==> config.mk <==
export PLATFORM = sky130hd
export DESIGN_NAME = disp_branch_agu
export DESIGN_NICKNAME = d
export VERILOG_FILES = /design/src/rtl/agu_pkg.sv /design/src/rtl/agu_decode.sv /design/src/rtl/agu_dispext.sv /design/src/rtl/agu_datapath.sv /design/src/rtl/disp_branch_agu.sv
export SDC_FILE = /design/constraint.sdc
export NUM_CORES = 1
export LEC_CHECK = 0
export BUFFER_PORTS_ARGS = -buffer_cell sky130_fd_sc_hd__buf_2
export CORE_ASPECT_RATIO = 1.1
export CORE_UTILIZATION = 48
export DETAILED_ROUTE_END_ITERATION = 8
export PLACE_DENSITY = 0.82
export SKIP_LAST_GASP = 1
export SLEW_MARGIN = 5
export SYNTH_ARGS = -nofsm -noshare
export SYNTH_HDL_FRONTEND = slang
export SYNTH_SLANG_ARGS = --single-unit
==> constraint.sdc <==
create_clock -name vclk -period 6.9
set_clock_uncertainty 0.15 [all_clocks]
set_input_delay 1.38 -clock vclk [all_inputs]
set_output_delay 1.38 -clock vclk [all_outputs]
set_load 0.01 [all_outputs]
==> src/rtl/agu_pkg.sv <==
package agu_pkg;
  typedef enum logic [1:0] {
    SZ_BYTE = 2'd0,
    SZ_WORD = 2'd1,
    SZ_LONG = 2'd2,
    SZ_NONE = 2'd3
  } accSize_e;

  typedef enum logic [1:0] {
    DX_ZX4  = 2'd0,
    DX_ZX8  = 2'd1,
    DX_SX8  = 2'd2,
    DX_SX12 = 2'd3
  } dispKind_e;

  typedef enum logic [1:0] {
    BS_PC4     = 2'd0,
    BS_PC4_AL  = 2'd1,
    BS_REG     = 2'd2,
    BS_GBR     = 2'd3
  } baseSel_e;

  typedef struct packed {
    logic      valid;
    logic      illegal;
    logic      taken;
    logic      link;
    dispKind_e dispKind;
    baseSel_e  baseSel;
    logic [1:0] scale;
    accSize_e  size;
  } aguStrobes_t;
endpackage

==> src/rtl/agu_decode.sv <==
module agu_decode
  import agu_pkg::*;
(
  input  logic [7:0]  opHigh,
  input  logic        tFlag,
  input  logic        inDelaySlot,
  output aguStrobes_t strb
);
  logic [3:0] nib;
  logic       pcRelated;
  aguStrobes_t raw;

  assign nib = opHigh[7:4];

  always_comb begin
    raw = '{valid: 1'b0, illegal: 1'b0, taken: 1'b0, link: 1'b0,
            dispKind: DX_ZX4, baseSel: BS_PC4, scale: 2'd0, size: SZ_NONE};
    pcRelated = 1'b0;
    if (nib == 4'hA || nib == 4'hB) begin
      raw.valid = 1'b1;  raw.taken = 1'b1;  raw.link = opHigh[4];
      raw.dispKind = DX_SX12;  raw.scale = 2'd1;
      pcRelated = 1'b1;
    end else if (opHigh == 8'h89 || opHigh == 8'h8B ||
                 opHigh == 8'h8D || opHigh == 8'h8F) begin
      raw.valid = 1'b1;
      raw.taken = opHigh[1] ? ~tFlag : tFlag;
      raw.dispKind = DX_SX8;  raw.scale = 2'd1;
      pcRelated = 1'b1;
    end else if (nib == 4'h9) begin
      raw.valid = 1'b1;  raw.dispKind = DX_ZX8;  raw.scale = 2'd1;
      raw.size = SZ_WORD;
      pcRelated = 1'b1;
    end else if (nib == 4'hD || opHigh == 8'hC7) begin
      raw.valid = 1'b1;  raw.dispKind = DX_ZX8;  raw.scale = 2'd2;
      raw.baseSel = BS_PC4_AL;
      raw.size = (nib == 4'hD) ? SZ_LONG : SZ_NONE;
      pcRelated = 1'b1;
    end else if (opHigh == 8'h80 || opHigh == 8'h81 ||
                 opHigh == 8'h84 || opHigh == 8'h85) begin
      raw.valid = 1'b1;  raw.dispKind = DX_ZX4;  raw.baseSel = BS_REG;
      raw.scale = {1'b0, opHigh[0]};
      raw.size = opHigh[0] ? SZ_WORD : SZ_BYTE;
    end else if (nib == 4'h1 || nib == 4'h5) begin
      raw.valid = 1'b1;  raw.dispKind = DX_ZX4;  raw.baseSel = BS_REG;
      raw.scale = 2'd2;  raw.size = SZ_LONG;
    end else if (nib == 4'hC && opHigh[1:0] != 2'b11 && opHigh[3] == 1'b0) begin
      raw.valid = 1'b1;  raw.dispKind = DX_ZX8;  raw.baseSel = BS_GBR;
      raw.scale = opHigh[1:0];
      raw.size = accSize_e'(opHigh[1:0]);
    end

    strb = raw;
    if (pcRelated && inDelaySlot) begin
      strb.valid   = 1'b0;
      strb.taken   = 1'b0;
      strb.link    = 1'b0;
      strb.illegal = 1'b1;
      strb.size    = SZ_NONE;
    end
  end
endmodule

==> src/rtl/agu_dispext.sv <==
module agu_dispext
  import agu_pkg::*;
#(
  parameter int ADDR_W = 32
) (
  input  logic [11:0]       field,
  input  dispKind_e         kind,
  input  logic [1:0]        scale,
  output logic [ADDR_W-1:0] offset
);
  localparam int PAD4  = ADDR_W - 4;
  localparam int PAD8  = ADDR_W - 8;
  localparam int PAD12 = ADDR_W - 12;

  logic [ADDR_W-1:0] ext;

  generate
    if (ADDR_W < 16) begin : g_badWidth
      initial $error("agu_dispext: ADDR_W must be at least 16");
    end
  endgenerate

  always_comb begin
    unique case (kind)
      DX_ZX4:  ext = {{PAD4{1'b0}}, field[3:0]};
      DX_ZX8:  ext = {{PAD8{1'b0}}, field[7:0]};
      DX_SX8:  ext = {{PAD8{field[7]}}, field[7:0]};
      default: ext = {{PAD12{field[11]}}, field};
    endcase
    offset = ext << scale;
  end
endmodule

==> src/rtl/agu_datapath.sv <==
module agu_datapath
  import agu_pkg::*;
#(
  parameter int ADDR_W = 32
) (
  input  aguStrobes_t       strb,
  input  logic [11:0]       dispField,
  input  logic [ADDR_W-1:0] pcIn,
  input  logic [ADDR_W-1:0] baseReg,
  input  logic [ADDR_W-1:0] gbrIn,
  output logic [ADDR_W-1:0] effAddr,
  output logic [ADDR_W-1:0] linkAddr
);
  localparam logic [ADDR_W-1:0] PC_STEP   = ADDR_W'(4);
  localparam logic [ADDR_W-1:0] ALIGN_MSK = ~ADDR_W'(3);

  logic [ADDR_W-1:0] pcNext;
  logic [ADDR_W-1:0] baseVal;
  logic [ADDR_W-1:0] offset;
  logic [ADDR_W-1:0] sum;

  agu_dispext #(.ADDR_W(ADDR_W)) i_dispext (
    .field  (dispField),
    .kind   (strb.dispKind),
    .scale  (strb.scale),
    .offset (offset)
  );

  assign pcNext = pcIn + PC_STEP;

  always_comb begin
    unique case (strb.baseSel)
      BS_PC4:    baseVal = pcNext;
      BS_PC4_AL: baseVal = pcNext & ALIGN_MSK;
      BS_REG:    baseVal = baseReg;
      default:   baseVal = gbrIn;
    endcase
  end

  assign sum      = baseVal + offset;
  assign effAddr  = strb.valid ? sum : '0;
  assign linkAddr = strb.link ? pcNext : '0;
endmodule

==> src/rtl/disp_branch_agu.sv <==
module disp_branch_agu
  import agu_pkg::*;
#(
  parameter int ADDR_W = 32
) (
  input  logic [15:0]       insnWord,
  input  logic [ADDR_W-1:0] pcIn,
  input  logic              tFlag,
  input  logic [ADDR_W-1:0] baseReg,
  input  logic [ADDR_W-1:0] gbrIn,
  input  logic              inDelaySlot,
  output logic [ADDR_W-1:0] effAddr,
  output logic              addrValid,
  output logic              branchTaken,
  output logic              illegalSlot,
  output logic [ADDR_W-1:0] linkAddr,
  output logic              linkValid,
  output logic [1:0]        accSize
);
  aguStrobes_t strb;

  agu_decode i_decode (
    .opHigh      (insnWord[15:8]),
    .tFlag       (tFlag),
    .inDelaySlot (inDelaySlot),
    .strb        (strb)
  );

  agu_datapath #(.ADDR_W(ADDR_W)) i_datapath (
    .strb      (strb),
    .dispField (insnWord[11:0]),
    .pcIn      (pcIn),
    .baseReg   (baseReg),
    .gbrIn     (gbrIn),
    .effAddr   (effAddr),
    .linkAddr  (linkAddr)
  );

  assign addrValid   = strb.valid;
  assign branchTaken = strb.taken;
  assign illegalSlot = strb.illegal;
  assign linkValid   = strb.link;
  assign accSize     = strb.size;
endmodule

* Word-level counts from Yosys, hierarchy flattened
Cells that the tools add are included.
** Word-level totals
- Bits in registers :: 0
- Input port bits :: 114
- Output and inout bits :: 70
- Word-level logic and storage cells :: 78
** Cells by class
- Add/sub/neg operators :: 2
- Equality and inequality tests :: 21
- Shift-type cells :: 1
- Muxes and demuxes :: 38
- Bitwise gates (word level) :: 2
- Reduce and logical (&&, ||, !) cells :: 14
** Operators by type and width (number)
- one-hot mux 32 bit (3 select lines) :: 2
- equality test 8 bit (second input constant) :: 9
- 2-to-1 mux 32 bit :: 2
- adder 32 x 3 -> 32 bit (second input constant) :: 1
- adder 32 bit :: 1
- << shifter 32 x 2 -> 32 bit :: 1
- 2-to-1 mux 8 bit :: 3
- 2-to-1 mux 2 bit :: 11
- equality test 4 bit (second input constant) :: 5
- 2-to-1 mux 1 bit :: 17
- logical OR 1 bit :: 9
- 2-to-1 mux 4 bit :: 2
- 2-to-1 mux 7 bit :: 1
- equality test 2 x 1 -> 1 bit (second input constant) :: 2
- equality test 2 bit (second input constant) :: 2
- equality test 4 x 1 -> 1 bit (second input constant) :: 1
- equality test 4 x 3 -> 1 bit (second input constant) :: 1
- zero test 2 bit :: 2
- logical AND 1 bit :: 3
- inequality test 2 bit (second input constant) :: 1
- inverter 1 bit :: 2

* Longest topological paths before layout
- Depth in word-level cells :: 15
- Mapped depth :: 20
- Mapped depth without buffers :: 18

* Cells and area by module
From an unflattened synthesis, not the netlist that was laid out.
** Second synthesis, totals
- Cell total of the unflattened synthesis :: 591
- Area total of the unflattened synthesis :: 4284.1 µm²
** Modules (own cells, without submodules)
- agu_datapath :: times used 1, cells an instance 474, area each 3469.6 µm², seq. area each 0.0 µm²
- agu_dispext :: times used 1, cells an instance 69, area each 536.8 µm², seq. area each 0.0 µm²
- agu_decode :: times used 1, cells an instance 48, area each 277.8 µm², seq. area each 0.0 µm²

* Worst setup path before layout
Ideal clock, no wire load.
- Path kind :: input -> output
- Start :: in insnWord[15]
- End :: out effAddr[29]
- Arrival :: 5094 ps
- Data required time :: 5370 ps
- Path slack :: 276 ps
- Stages on the path :: 16
- Buffers on the path :: 2
- Path through :: nor2b_1 and2_1 clkbuf_1 nand2b_1 a21oi_1 ha_1 buf_2 a211oi_1 o21bai_1 a211oi_1 o21ai_0 or3_1 o21ai_2 o21ai_1 a31oi_1 mux2i_1
** On the way
- Cells in the longest elaborated chain, start to end :: 15
- Elaborated cells on any way between the ends :: 64
- Those cells by class :: 1 x add/sub; 20 x eq/ne; 1 x shift; 28 x mux; 14 x reduce/logical
** RTL lines
- start, declared :: RTL line disp_branch_agu.sv:6 : input logic [15:0] insnWord,
- equality test 4 bit :: RTL line agu_decode.sv:46 : end else if (nib == 4'hC && opHigh[1:0] != 2'b11 && opHigh[3] == 1'b0) begin
- logical AND 1 bit (2 in a row) :: RTL line agu_decode.sv:46
- 2-to-1 mux 7 bit :: RTL line agu_decode.sv:46
- 2-to-1 mux 8 bit :: RTL line agu_decode.sv:43 : end else if (nib == 4'h1 || nib == 4'h5) begin
- 2-to-1 mux 8 bit :: RTL line agu_decode.sv:38 : end else if (opHigh == 8'h80 || opHigh == 8'h81 ||
- 2-to-1 mux 8 bit :: RTL line agu_decode.sv:33 : end else if (nib == 4'hD || opHigh == 8'hC7) begin
- 2-to-1 mux 2 bit :: RTL line agu_decode.sv:29 : end else if (nib == 4'h9) begin
- 2-to-1 mux 2 bit :: RTL line agu_decode.sv:23 : end else if (opHigh == 8'h89 || opHigh == 8'h8B ||
- 2-to-1 mux 2 bit :: RTL line agu_decode.sv:19 : if (nib == 4'hA || nib == 4'hB) begin
- equality test 2 bit, or another cell as far along :: RTL line agu_dispext.sv:24 : unique case (kind)
- one-hot mux 32 bit (3 select lines) :: RTL line agu_dispext.sv:24
- << shifter 32 x 2 -> 32 bit :: RTL line agu_dispext.sv:30 : offset = ext << scale;
- adder 32 bit :: RTL line agu_datapath.sv:40 : assign sum = baseVal + offset;
- 2-to-1 mux 32 bit * :: RTL line agu_datapath.sv:41 : assign effAddr = strb.valid ? sum : '0;
- end, declared :: RTL line disp_branch_agu.sv:12 : output logic [ADDR_W-1:0] effAddr,
Mark *: on every way between the ends. The rest lies on a longest branch, timed or not.

* Worst setup path after layout
- Start :: in insnWord[14]
- End :: out effAddr[20]
Same word-level chain as after synthesis.

==> flow_summary.toml <==
[status]
outcome = "finished clean"

[global_routing]
grt_pass1_wl_um = 19400
grt_max_degree = 32
grt_pass1_vias = 4200
gr-total-overflow = 0
grt_usage_pct = 32.4
antenna_found_initial = 0

[setup_path]
worst_ep_required_time_ns = 5.37
setup.worst_path.class = "input port to primary output"
endpoint_kind = "primary output"
worstSetupStartpointType = "input port"
crit_path_max_fanout = 6
cp_data_arrival_time_ns = 5.15

[layout]
multi_input_area_um2 = 3270
drive_above_1_share_pct = 33.1
num-fill-cells = 647
area_growth_pct = 32.4
seq_cells = 0
final_cell_count_no_fill = 804
seqCellArea_um2 = 0
nets = 871
finish.utilization_pct = 66.8
num-clock-buffers = 0
antenna_cells = 0

[synthesis]
syn_area_per_cell_um2 = 6.20
synth_area_um2 = 3390
syn_nets = 693
yosysUniqueCellTypes = 61
yosysTopAreaCellShare_pct = 11.8
seq_area_frac_synth_pct = 0
yosys.area.top_type = "ha_1"
ys_top_cells_by_area = "ha_1 12%, nor2_1 10%, a21oi_1 9.5%"
syn_inst = 546
synthTopCellsByCount = "94 x nor2_1, 64 x a21oi_1, 55 x nand2_1"
yosysWarningCount = 0
yosysMostFrequentCell = "nor2_1"

[timing]
setup_slack_ns = 0.221
setup_viol = 0
hold_viol = 0
finalMaxSlewViolations = 0
rsz0062_at_grt = "false"
tightest_slew_ns = 1.20
slew_headroom_pct = 19.9
fmax_mhz = 150
min_period_over_period_pct = 96.8
fin_crit_ns = 6.68

[placed_design]
numPortBuffers = 184
pre_cts_ws_ns = -0.00374
routabilityCongestion = 0.950
dp_hpwl_um = 10600
dp_cells = 804

[floorplan]
core-area_um2 = 6710
rows = 31
die_h_um = 90.1
die_w_um = 82.1
dieArea_um2 = 7400
io_pins = 184
start_util_pct = 50.5

[detailed_routing]
drc = 0
firstDrtPassIters = 5
drt_iter0_drc = 218
ant_nets = 0
wire_per_inst_um = 15.7
vias = 4743
avgViaCountPerCell = 5.90
finalWirelength_um = 12600

[power]
ir_worst_vdd_mv = 0.0471
power_uw = 371
p_per_area_nw_per_um2 = 82.8
p_leak_nw = 2.41

[run]
maxCapViolations = 0

[min_path]
hold_path_class = "input port to primary output"

[clock_network]
hold_buffers = 0
stage by stage:
stage | instance area (um^2) | setup TNS [ns] | hold WS [ns]
floorplan | 3390 | 0 | 2.66
global placement | 4440 | 0 | 2.92
detailed placement | 4440 | -0.00374 | 2.93
CTS | 4440 | 0 | 2.93
global route | 4480 | 0 | 2.95
finish | 4480 | 0 | 2.93
power breakdown:
| group | switching (mW) | total [mW] | leakage [nW] | internal (mW) |
|---|---|---|---|---|
| Sequential | 0 | 0 | 0 | 0 |
| Combinational | 0.213 | 0.371 | 2.41 | 0.158 |
| Clock | 0 | 0 | 0 | 0 |
| Total | 0.213 | 0.371 | 2.41 | 0.158 |
cell type report:
| class | count | share of cell area, % |
|---|---|---|
| inverters | 17 | 1.42 |
| multi-input cells | 504 | 72.9 |
| repair buffers | 201 | 23.4 |
| well taps | 82 | 2.29 |
per-layer routing:
layer	wire (um)	GRT usage (%)
met1	5480	43.7
met2	6090	56.1
met3	841	1.73
met4	199	4.97
met5	0	0
path summary, 6_finish.rpt:
| kind | startpoint | to | slack, ns | depth (start not counted) |
|---|---|---|---|---|
| setup / recovery | insnWord[14] | effAddr[20] | 0.22 | 20 |
| hold / removal | pcIn[0] | linkAddr[0] | 2.93 | 3 |
cell families after synthesis:
group | count (synthesis) | synth area share [%]
adders and majority gates | 33 | 12.4
buffers and inverters | 42 | 4.88
muxes | 5 | 1.55
AOI/OAI and AO/OA | 175 | 34.0
xor gates and xnor gates | 56 | 14.5
and+or+nand+nor | 235 | 32.7
critical path: stages:
cell	delay (ns)
buf_2	0.14
inv_1	0.08
o21ai_0	0.16
nand3_1	0.13
a21o_1	0.22
and2_1	0.15
a221oi_1	0.27
nor2_1	0.08
ha_1	0.22
fa_1	0.41
a211oi_2	0.30
o21bai_2	0.15
o311ai_4	0.30
a21oi_2	0.12
a221o_1	0.37
a21o_1	0.21
a21oi_2	0.14
xor2_1	0.15
nor2_1	0.05
buf_2	0.14
what timing repair did:
| action | CTS | global route |
|---|---|---|
| gates resized for setup | 1 | 14 |
| setup endpoints to repair | 2 | 9 |
| pin swaps | 0 | 2 |
| buffers inserted | 0 | 0 |
layout by cell type, fill, tap and decap left out, types with 2 or more instances in the layout:
cell / count
nand3_1: 20
a32oi_1: 2
or2_2: 3
buf_4: 17
and4_1: 2
o21ai_2: 2
inv_1: 17
o21ai_0: 13
ha_1: 32
a21oi_2: 4
o221a_2: 5
nor3b_1: 2
o31ai_1: 2
and3_1: 10
xnor2_1: 24
o22ai_1: 23
nor2b_1: 6
o211ai_1: 4
mux2_2: 2
buf_2: 184
xor2_1: 32
a211oi_1: 3
a31oi_1: 6
nand4_1: 5
nand2b_1: 6
nand2_1: 55
a21oi_1: 61
a221oi_1: 4
o21bai_1: 3
nor3_1: 9
o21ai_1: 5
and2_1: 10
a211oi_2: 3
mux2i_1: 3
a21o_1: 21
nor2_1: 93
Power figures use the tool's default switching activity.
